<file path="config.mk">
export PLATFORM = sky130hd
export DESIGN_NAME = gpio_port
export DESIGN_NICKNAME = d
export VERILOG_FILES = /design/src/rtl/gpio_port_pkg.sv /design/src/rtl/gpio_bus_decode.sv /design/src/rtl/gpio_out_bank.sv /design/src/rtl/gpio_in_capture.sv /design/src/rtl/gpio_port.sv
export SDC_FILE = /design/constraint.sdc
export NUM_CORES = 1
export LEC_CHECK = 0
export BUFFER_PORTS_ARGS = -buffer_cell sky130_fd_sc_hd__clkbuf_2
export CAP_MARGIN = 40
export CORE_UTILIZATION = 40
export CTS_BUF_LIST = sky130_fd_sc_hd__clkbuf_16
export DETAILED_ROUTE_END_ITERATION = 10
export PLACE_DENSITY = 0.69
export SYNTH_ARGS = -nofsm -noshare
export SYNTH_HDL_FRONTEND = slang
export SYNTH_SLANG_ARGS = --single-unit
</file>
<file path="constraint.sdc">
create_clock -name clk -period 3.2 [get_ports clk]
set_input_delay 0.64 -clock clk [delete_from_list [all_inputs] [get_ports clk]]
set_output_delay 0.64 -clock clk [all_outputs]
set_load 0.01 [all_outputs]
</file>
<file path="src/rtl/gpio_port_pkg.sv">
package gpio_port_pkg;

   localparam int unsigned BUS_DATA_W = 32;

   // Byte offsets of the register window
   localparam int unsigned OFS_OUT  = 'h00;
   localparam int unsigned OFS_SET  = 'h04;
   localparam int unsigned OFS_CLR  = 'h08;
   localparam int unsigned OFS_TGL  = 'h0C;
   localparam int unsigned OFS_IN   = 'h10;
   localparam int unsigned OFS_DIR  = 'h14;
   localparam int unsigned OFS_SPAN = 'h18;

   typedef enum logic [2:0] {
      SEL_OUT,
      SEL_SET,
      SEL_CLR,
      SEL_TGL,
      SEL_IN,
      SEL_DIR,
      SEL_NONE
   } gpio_sel_e;

   typedef struct packed {
      logic out_wr;
      logic set_wr;
      logic clr_wr;
      logic tgl_wr;
      logic dir_wr;
   } gpio_wr_s;

endpackage

</file>
<file path="src/rtl/gpio_bus_decode.sv">
module gpio_bus_decode
   import gpio_port_pkg::*;
#(
   parameter int unsigned ADDR_W = 8
) (
   input  logic [ADDR_W-1:0] addr,
   input  logic              wr,
   output gpio_wr_s          wr_hit,
   output gpio_sel_e         sel
);

   initial begin
      if (ADDR_W < $clog2(OFS_SPAN))
         $error("gpio_bus_decode: ADDR_W too small for register window");
   end

   always_comb begin
      if      (addr == ADDR_W'(OFS_OUT)) sel = SEL_OUT;
      else if (addr == ADDR_W'(OFS_SET)) sel = SEL_SET;
      else if (addr == ADDR_W'(OFS_CLR)) sel = SEL_CLR;
      else if (addr == ADDR_W'(OFS_TGL)) sel = SEL_TGL;
      else if (addr == ADDR_W'(OFS_IN))  sel = SEL_IN;
      else if (addr == ADDR_W'(OFS_DIR)) sel = SEL_DIR;
      else                               sel = SEL_NONE;
   end

   always_comb begin
      wr_hit        = '0;
      wr_hit.out_wr = wr && (sel == SEL_OUT);
      wr_hit.set_wr = wr && (sel == SEL_SET);
      wr_hit.clr_wr = wr && (sel == SEL_CLR);
      wr_hit.tgl_wr = wr && (sel == SEL_TGL);
      wr_hit.dir_wr = wr && (sel == SEL_DIR);
   end

endmodule

</file>
<file path="src/rtl/gpio_out_bank.sv">
module gpio_out_bank
   import gpio_port_pkg::*;
#(
   parameter int unsigned          N_PINS    = 32,
   parameter logic [N_PINS-1:0]    IMPL_MASK = '1
) (
   input  logic              clk,
   input  logic              rst_n,
   input  gpio_wr_s          wr_hit,
   input  logic [N_PINS-1:0] wdata,
   output logic [N_PINS-1:0] out_q,
   output logic [N_PINS-1:0] dir_q
);

   // One generate slice per pin; absent pins collapse to constants.
   for (genvar i = 0; i < N_PINS; i++) begin : g_pin
      if (IMPL_MASK[i]) begin : g_live
         logic out_nxt;

         always_comb begin
            out_nxt = out_q[i];
            unique case (1'b1)
               wr_hit.out_wr: out_nxt = wdata[i];
               wr_hit.set_wr: out_nxt = out_q[i] | wdata[i];
               wr_hit.clr_wr: out_nxt = out_q[i] & ~wdata[i];
               wr_hit.tgl_wr: out_nxt = out_q[i] ^ wdata[i];
               default:       out_nxt = out_q[i];
            endcase
         end

         always_ff @(posedge clk or negedge rst_n) begin
            if (!rst_n) begin
               out_q[i] <= 1'b0;
               dir_q[i] <= 1'b0;
            end else begin
               out_q[i] <= out_nxt;
               if (wr_hit.dir_wr) dir_q[i] <= wdata[i];
            end
         end
      end else begin : g_absent
         assign out_q[i] = 1'b0;
         assign dir_q[i] = 1'b0;
      end
   end

endmodule

</file>
<file path="src/rtl/gpio_in_capture.sv">
module gpio_in_capture #(
   parameter int unsigned       N_PINS      = 32,
   parameter int unsigned       SYNC_STAGES = 2,
   parameter logic [N_PINS-1:0] IMPL_MASK   = '1
) (
   input  logic              clk,
   input  logic              rst_n,
   input  logic [N_PINS-1:0] pin_in,
   input  logic [N_PINS-1:0] dig_en,
   input  logic              port_en,
   output logic [N_PINS-1:0] in_q
);

   initial begin
      if (SYNC_STAGES < 2)
         $error("gpio_in_capture: SYNC_STAGES must be at least 2");
   end

   logic [N_PINS-1:0] sync_r [SYNC_STAGES];

   always_ff @(posedge clk or negedge rst_n) begin
      if (!rst_n) begin
         for (int s = 0; s < SYNC_STAGES; s++) sync_r[s] <= '0;
      end else begin
         sync_r[0] <= pin_in;
         for (int s = 1; s < SYNC_STAGES; s++) sync_r[s] <= sync_r[s-1];
      end
   end

   for (genvar i = 0; i < N_PINS; i++) begin : g_cap
      if (IMPL_MASK[i]) begin : g_live
         always_ff @(posedge clk or negedge rst_n) begin
            if (!rst_n)       in_q[i] <= 1'b0;
            else if (port_en) in_q[i] <= sync_r[SYNC_STAGES-1][i] & dig_en[i];
         end
      end else begin : g_absent
         assign in_q[i] = 1'b0;
      end
   end

endmodule

</file>
<file path="src/rtl/gpio_port.sv">
module gpio_port
   import gpio_port_pkg::*;
#(
   parameter int unsigned       N_PINS      = 32,
   parameter int unsigned       ADDR_W      = 8,
   parameter int unsigned       DATA_W      = BUS_DATA_W,
   parameter int unsigned       SYNC_STAGES = 2,
   parameter logic [N_PINS-1:0] IMPL_MASK   = '1
) (
   input  logic              clk,
   input  logic              rst_n,
   input  logic [ADDR_W-1:0] bus_addr,
   input  logic              bus_wr,
   input  logic [DATA_W-1:0] bus_wdata,
   input  logic              bus_rd,
   output logic [DATA_W-1:0] bus_rdata,
   input  logic [N_PINS-1:0] pin_in,
   input  logic [N_PINS-1:0] dig_en,
   input  logic              port_en,
   output logic [N_PINS-1:0] pin_out,
   output logic [N_PINS-1:0] pin_oe
);

   initial begin
      if (N_PINS < 1 || N_PINS > DATA_W)
         $error("gpio_port: N_PINS must be in 1..DATA_W");
   end

   gpio_wr_s          wr_hit;
   gpio_sel_e         rd_sel;
   logic [N_PINS-1:0] out_q;
   logic [N_PINS-1:0] dir_q;
   logic [N_PINS-1:0] in_q;

   gpio_bus_decode #(.ADDR_W(ADDR_W)) u_dec (
      .addr   (bus_addr),
      .wr     (bus_wr),
      .wr_hit (wr_hit),
      .sel    (rd_sel)
   );

   gpio_out_bank #(.N_PINS(N_PINS), .IMPL_MASK(IMPL_MASK)) u_out (
      .clk    (clk),
      .rst_n  (rst_n),
      .wr_hit (wr_hit),
      .wdata  (bus_wdata[N_PINS-1:0]),
      .out_q  (out_q),
      .dir_q  (dir_q)
   );

   gpio_in_capture #(
      .N_PINS(N_PINS), .SYNC_STAGES(SYNC_STAGES), .IMPL_MASK(IMPL_MASK)
   ) u_in (
      .clk     (clk),
      .rst_n   (rst_n),
      .pin_in  (pin_in),
      .dig_en  (dig_en),
      .port_en (port_en),
      .in_q    (in_q)
   );

   assign pin_oe  = dir_q;
   assign pin_out = out_q & dir_q;

   always_comb begin
      bus_rdata = '0;
      if (bus_rd) begin
         unique case (rd_sel)
            SEL_OUT: bus_rdata[N_PINS-1:0] = out_q;
            SEL_IN:  bus_rdata[N_PINS-1:0] = in_q;
            SEL_DIR: bus_rdata[N_PINS-1:0] = dir_q;
            default: bus_rdata = '0;
         endcase
      end
   end

endmodule

</file>
==> results of run 1 <==
[routing by layer]
metal / up-vias / GRT usage [%] / wire [microns]
li1: 2977 / - / -
met2: 172 / 32.3 / 10200
met1: 3093 / 28.1 / 10300
met4: 0 / 6.33 / 243
met3: 21 / 4.40 / 932
met5: - / 0 / 0
[flip-flops by register name, summed over array words and instances, names as in the netlist]
register,cells
u_out.dir_q,32
u_out.out_q,32
u_in.in_q,32
u_in.sync_r,64
[Yosys cell counts, drive strengths merged]
| cell | count |
|---|---|
| o31ai | 34 |
| mux4 | 15 |
| nor2b | 15 |
| dfrtp | 160 |
| a22oi | 32 |
| or4bb | 1 |
| or3 | 2 |
| or4b | 1 |
| inv | 128 |
| mux2 | 79 |
| or4 | 1 |
| o21ai | 32 |
| clkinv | 1 |
| clkbuf | 28 |
| ha | 64 |
| or2 | 1 |
| a221oi | 17 |
| mux2i | 17 |
| nand3 | 32 |
| buf | 19 |
| and2 | 49 |
| nor2 | 34 |
[report_power, final]
group / internal, mW / switching [mW] / total (mW) / leakage, nW
logic: 0.333 / 0.344 / 0.677 / 3.12
registers: 2.16 / 0.128 / 2.29 / 2.03
clock network: 1.18 / 0.927 / 2.10 / 0.290
[worst max-delay path, cell delays in order]
cell,delay (ps)
sky130_fd_sc_hd__clkbuf_2,80
sky130_fd_sc_hd__or4_4,550
sky130_fd_sc_hd__or4b_2,670
sky130_fd_sc_hd__buf_4,240
sky130_fd_sc_hd__nor2_1,140
sky130_fd_sc_hd__clkbuf_2,140
[layout make-up]
type	count	area (sq um)
flip-flops and latches	160	4000
clock inverters	15	173
inverters	129	484
repair buffers	229	1250
multi-input cells	426	3870
fillers	1922	10500
well taps	275	344
clock buffers	17	425
[how the worst max path moves through the flow]
stage | from | endpoint | slack (ps) | depth (start not counted)
6_report | bus_addr[1] | bus_rdata[20] | 90 | 6
4_1_cts | bus_addr[1] | bus_rdata[1] | 90 | 6
3_5_place_dp | bus_addr[1] | bus_rdata[1] | 100 | 6
2_1_floorplan | bus_addr[1] | bus_rdata[10] | 290 | 6
5_1_grt | bus_addr[1] | bus_rdata[3] | 30 | 6
3_3_place_gp | bus_addr[1] | bus_rdata[13] | 130 | 6
[kinds of logic after synthesis]
kind of cell / count (synthesis) / synth area share (%)
AO/OA/AOI/OAI: 115 / 9.34
adder cells (fa/ha/maj): 64 / 9.29
buffers and inverters: 176 / 8.79
flip-flops: 160 / 46.5
multiplexers: 111 / 17.5
AND/OR/NAND/NOR: 136 / 8.58
==> flow_summary_export.csv, run 1 <==
group,metric,value,unit
synthesis,post_synth_instance_area,8620,sq um
synthesis,syn_inst,762,
final_layout,num-nets-final,1136,
synthesis,synth_sequential_area_ratio,46.5,%
grt,largest_net_degree_at_the_start_of_global_routing,72,
detailed_routing,firstDrtPassIters,5,
worst_setup_path,critical_path_peak_fanout,14,
sta,fin_setup_tns,0,ps
worst_setup_path,worstSetupPathType,"primary input to output port",
floorplan,placement_rows,53,
detailed_routing,remaining_drc_errors,0,
worst_setup_path,worstPathRequired,2560,ps
synthesis,syn-mean-instance-area,11.3,sq um
final_layout,fin_cells,1251,
worst_hold_path,min_delay_worst_type,"primary input to asynchronous set/reset pin",
cts,tritoncts,"yes",
placed_design,place_congestion,0.762,
worst_setup_path,reg2reg_setup_slack,1560,ps
worst_setup_path,worst_r2r_path_depth,4,
grt,first_pass_grt_wire_length,34100,microns
cts,cts.sink_count,160,
synthesis,synthesis.yosys.warnings,0,
run_status,outcome,"completed",
sta,tightest_slew,735,ps
final_layout,postLayoutCellArea,10600,sq um
worst_setup_path,startpoint_type,"primary input",
detailed_routing,drt-vias-per-instance,5.01,
cts,cts_root_buf,"sky130_fd_sc_hd__clkbuf_16",
sta,finalCriticalPeriod,3110,ps
final_layout,layout.cells.most_common_list,"sky130_fd_sc_hd__clkbuf_2 (202), sky130_fd_sc_hd__dfrtp_1 (160), sky130_fd_sc_hd__inv_1 (128)",
grt,grt_antenna_before_repair,0,
final_layout,insertedDiodeCount,0,
power,irDropWorstVdd,0.000352,V
placed_design,place_ws,96.6,ps
floorplan,io_pins,205,
floorplan,floorplan.core_area,21100,sq um
floorplan,dieHeight,149,microns
grt,global_route_total_usage_across_every_layer,20.5,%
grt,vias_in_the_first_global_route,6195,
detailed_routing,vias,6263,
final_layout,mostFrequentLayoutCell,"sky130_fd_sc_hd__clkbuf_2",
final_layout,flow.area_growth_from_synthesis,22.5,%
worst_setup_path,r2r-start,"u_out.out_q[0]",
worst_setup_path,worst_r2r_endpoint,"u_out.out_q[0]",
synthesis,yosys.area.top_type,"sky130_fd_sc_hd__dfrtp_1",
sta,setup_repair_after_global_routing_missed_its_margin,"false",
placed_design,dp_hpwl,15200,microns
power,power.total,5.07,mW
detailed_routing,postRouteWirelength,21700,microns
synthesis,synth.area.top_cells,"sky130_fd_sc_hd__dfrtp_1 (46%), sky130_fd_sc_hd__ha_1 (9.3%), sky130_fd_sc_hd__mux2_2 (6.3%), sky130_fd_sc_hd__inv_1 (5.6%), sky130_fd_sc_hd__mux2_4 (5.2%)",
run,max_cap_violations,0,
synthesis,synth.distinct_cells,28,
sta,fmax,0.322,GHz
sta,fin_worst_skew,8.87,ps
final_layout,final_core_utilization,50.0,%
cts,cts-root-to-sink-buffers,2,
sta,setup_viol,0,
cts,post_cts_resized,0,
sta,hold_viol,0,
sta,timing.max_slew.rel_slack,51.0,%
power,leakagePower,5.44,nW
final_layout,post_route_cells_drive_above_1_share,36.9,%
sta,final-max-slew-violation-count,0,
placed_design,port-buffer-count,204,
worst_setup_path,arrival_time_of_data_at_the_critical_path_endpoint,2470,ps
detailed_routing,antenna_violating_nets_post_route,0,
synthesis,netlist.area_leader.share,46.5,%
grt,grt-ovfl-total,0,
sta,finalHoldWorstSlack,216,ps
floorplan,die-area,22100,sq um
power,power-per-cell-area,481,nW/um^2
cts,cts_inserted_buffers,17,
cts,ctsHtreeMaxLevel,4,
synthesis,ys_ff_latch,160,
floorplan,chipWidth,149,microns
sta,fin_ws,89.6,ps
cts,cts.repair_timing.setup_buffer_count,0,
floorplan,initial_core_util,40.9,%
placed_design,placed_cells_incl_taps,1219,
cts,insertion_delay,430,ps
synthesis,syn_nets,935,
cts,clk_pin_slew,70,ps
worst_setup_path,timing.critical_path.to_type,"output port",
detailed_routing,detailedRoute.firstIterationViolations,277,
sta,period_share,97.2,%
placed_design,detailed_place.area,9950,sq um
detailed_routing,avgRoutedWirePerCell,17.4,microns
cts,post_cts_hold_buffer_count,0,
Power figures use the tool's default switching activity.
==> inputs of run 2 (changes only) <==
- CORE_UTILIZATION: 40 -> 45
- PLACE_DENSITY: 0.69 -> 0.76
==> run 2 against run 1 <==
Sequential cell count did not move. Global-route usage is 2.0 points higher. Die area is 11% lower. Final area decreased by 1.1%. Clock skew shrank 3.7 ps. Clock power decreased by 9.5%. Non-clock buffer count decreased by 2. Critical path depth unchanged. Combinational power barely moved. Routed wire length fell by 4.0%. Via count is essentially flat. Sequential power is essentially flat. Critical path type unchanged. Critical endpoint is now bus_rdata[4]. Largest power group unchanged. Highest routed layer unchanged.
==> flow_summary_export.csv, run 2 (synthesis results as in run 1) <==
group,metric,value,unit
detailed_routing,drt-vias-per-instance,5.18,
worst_setup_path,reg2reg_setup_slack,1560,ps
floorplan,dieHeight,140,microns
detailed_routing,avgRoutedWirePerCell,17.3,microns
cts,tritoncts,"yes",
final_layout,registers.top_by_ff_count,"u_in.sync_r",
detailed_routing,postRouteWirelength,20800,microns
power,power.total,4.87,mW
cts,cts.sink_count,160,
cts,post_cts_hold_buffer_count,0,
run,max_cap_violations,0,
sta,finalCriticalPeriod,3010,ps
detailed_routing,firstDrtPassIters,4,
sta,period_share,94.0,%
placed_design,port-buffer-count,204,
worst_setup_path,startpoint_type,"primary input",
cts,insertion_delay,420,ps
run_status,outcome,"completed",
placed_design,place_congestion,0.789,
final_layout,mostFrequentLayoutCell,"sky130_fd_sc_hd__clkbuf_2",
grt,global_route_total_usage_across_every_layer,22.5,%
floorplan,die-area,19700,sq um
power,leakagePower,5.41,nW
sta,timing.max_slew.rel_slack,56.9,%
floorplan,initial_core_util,46.1,%
worst_hold_path,min_delay_worst_type,"primary input to asynchronous set/reset pin",
detailed_routing,antenna_violating_nets_post_route,0,
worst_setup_path,worstPathRequired,2560,ps
cts,cts-root-to-sink-buffers,2,
worst_setup_path,timing.critical_path.to_type,"output port",
sta,final-max-slew-violation-count,0,
floorplan,chipWidth,140,microns
sta,fmax,0.332,GHz
sta,fin_worst_skew,5.14,ps
cts,post_cts_resized,0,
floorplan,floorplan.core_area,18700,sq um
cts,cts_inserted_buffers,17,
sta,setup_viol,0,
power,irDropWorstVdd,0.000346,V
final_layout,filler_cell_count,1588,
worst_setup_path,r2r-start,"u_out.out_q[26]",
power,power-per-cell-area,466,nW/um^2
grt,first_pass_grt_wire_length,34000,microns
sta,fin_setup_tns,0,ps
cts,clk_pin_slew,70,ps
worst_setup_path,arrival_time_of_data_at_the_critical_path_endpoint,2370,ps
cts,cts.repair_timing.setup_buffer_count,0,
grt,grt_antenna_before_repair,0,
final_layout,layout.cells.most_common_list,"sky130_fd_sc_hd__clkbuf_2 (202), sky130_fd_sc_hd__dfrtp_1 (160), sky130_fd_sc_hd__inv_1 (128)",
final_layout,insertedDiodeCount,0,
detailed_routing,detailedRoute.firstIterationViolations,321,
grt,grt-ovfl-total,0,
sta,tightest_slew,646,ps
worst_setup_path,critical_path_peak_fanout,16,
detailed_routing,remaining_drc_errors,0,
worst_setup_path,worstSetupPathType,"primary input to output port",
final_layout,largest_register_ffs,64,
sta,hold_viol,0,
cts,cts_root_buf,"sky130_fd_sc_hd__clkbuf_16",
detailed_routing,vias,6259,
final_layout,flow.area_growth_from_synthesis,21.1,%
sta,setup_repair_after_global_routing_missed_its_margin,"false",
cts,ctsHtreeMaxLevel,4,
grt,largest_net_degree_at_the_start_of_global_routing,70,
placed_design,dp_hpwl,14800,microns
worst_setup_path,cp-startpoint,"bus_addr[1]",
grt,vias_in_the_first_global_route,6403,
floorplan,placement_rows,50,
sta,finalHoldWorstSlack,199,ps
floorplan,io_pins,205,
final_layout,post_route_cells_drive_above_1_share,36.8,%
final_layout,num-nets-final,1134,
run 2: power by group:
group / total (mW) / internal (mW) / switching [mW]
clock network: 1.90 / 1.01 / 0.886
logic: 0.676 / 0.333 / 0.343
registers: 2.29 / 2.16 / 0.129
total: 4.87 / 3.51 / 1.36
run 2: path summary, 6_finish.rpt:
path / to / cells after the start
max: bus_rdata[4] / 6
min: u_in.in_q[15] / 1
max reg2reg: u_out.out_q[26] / 4
min reg2reg: u_in.sync_r[16] / 0
max in group asynchronous: u_in.sync_r[5] / 2
min in group clk: u_in.sync_r[52] / 1
run 2: worst max-delay path, stage by stage:
cell and delay, ps:
sky130_fd_sc_hd__clkbuf_2 80, sky130_fd_sc_hd__or4_4 550, sky130_fd_sc_hd__or4b_1 540, sky130_fd_sc_hd__buf_4 240, sky130_fd_sc_hd__nor2_1 170, sky130_fd_sc_hd__clkbuf_2 150
run 2: stage by stage:
stage	cell area [sq um]	setup slack (ps)	utilization [%]	std cells
after floorplan	8620	293	-	762
after global placement	9890	276	52.9	1176
after detailed placement	9890	231	52.9	1176
after CTS	10400	225	55.8	1208
after global routing	10400	137	55.8	1208
final	10400	191	55.8	1208
run 2: cell type report:
type,count,area [sq um],area share [%]
timing repair buffer,227,1240,11.9
clock inverter,15,124,1.19
multi-input combinational,426,3870,37.1
sequential,160,4000,38.4
inverter,129,484,4.64
clock buffer,17,425,4.08
tap,234,293,2.81
run 2: routing by layer:
metal / track usage [%] / share of wire (%) / routed length [microns] / vias to the layer above
li1: - / - / - / 2967
met2: 37.3 / 49 / 10100 / 140
met4: 7.58 / 1.3 / 265 / 0
met1: 29.5 / 46 / 9620 / 3132
met5: 0 / 0 / 0 / -
met3: 4.24 / 3.9 / 822 / 20
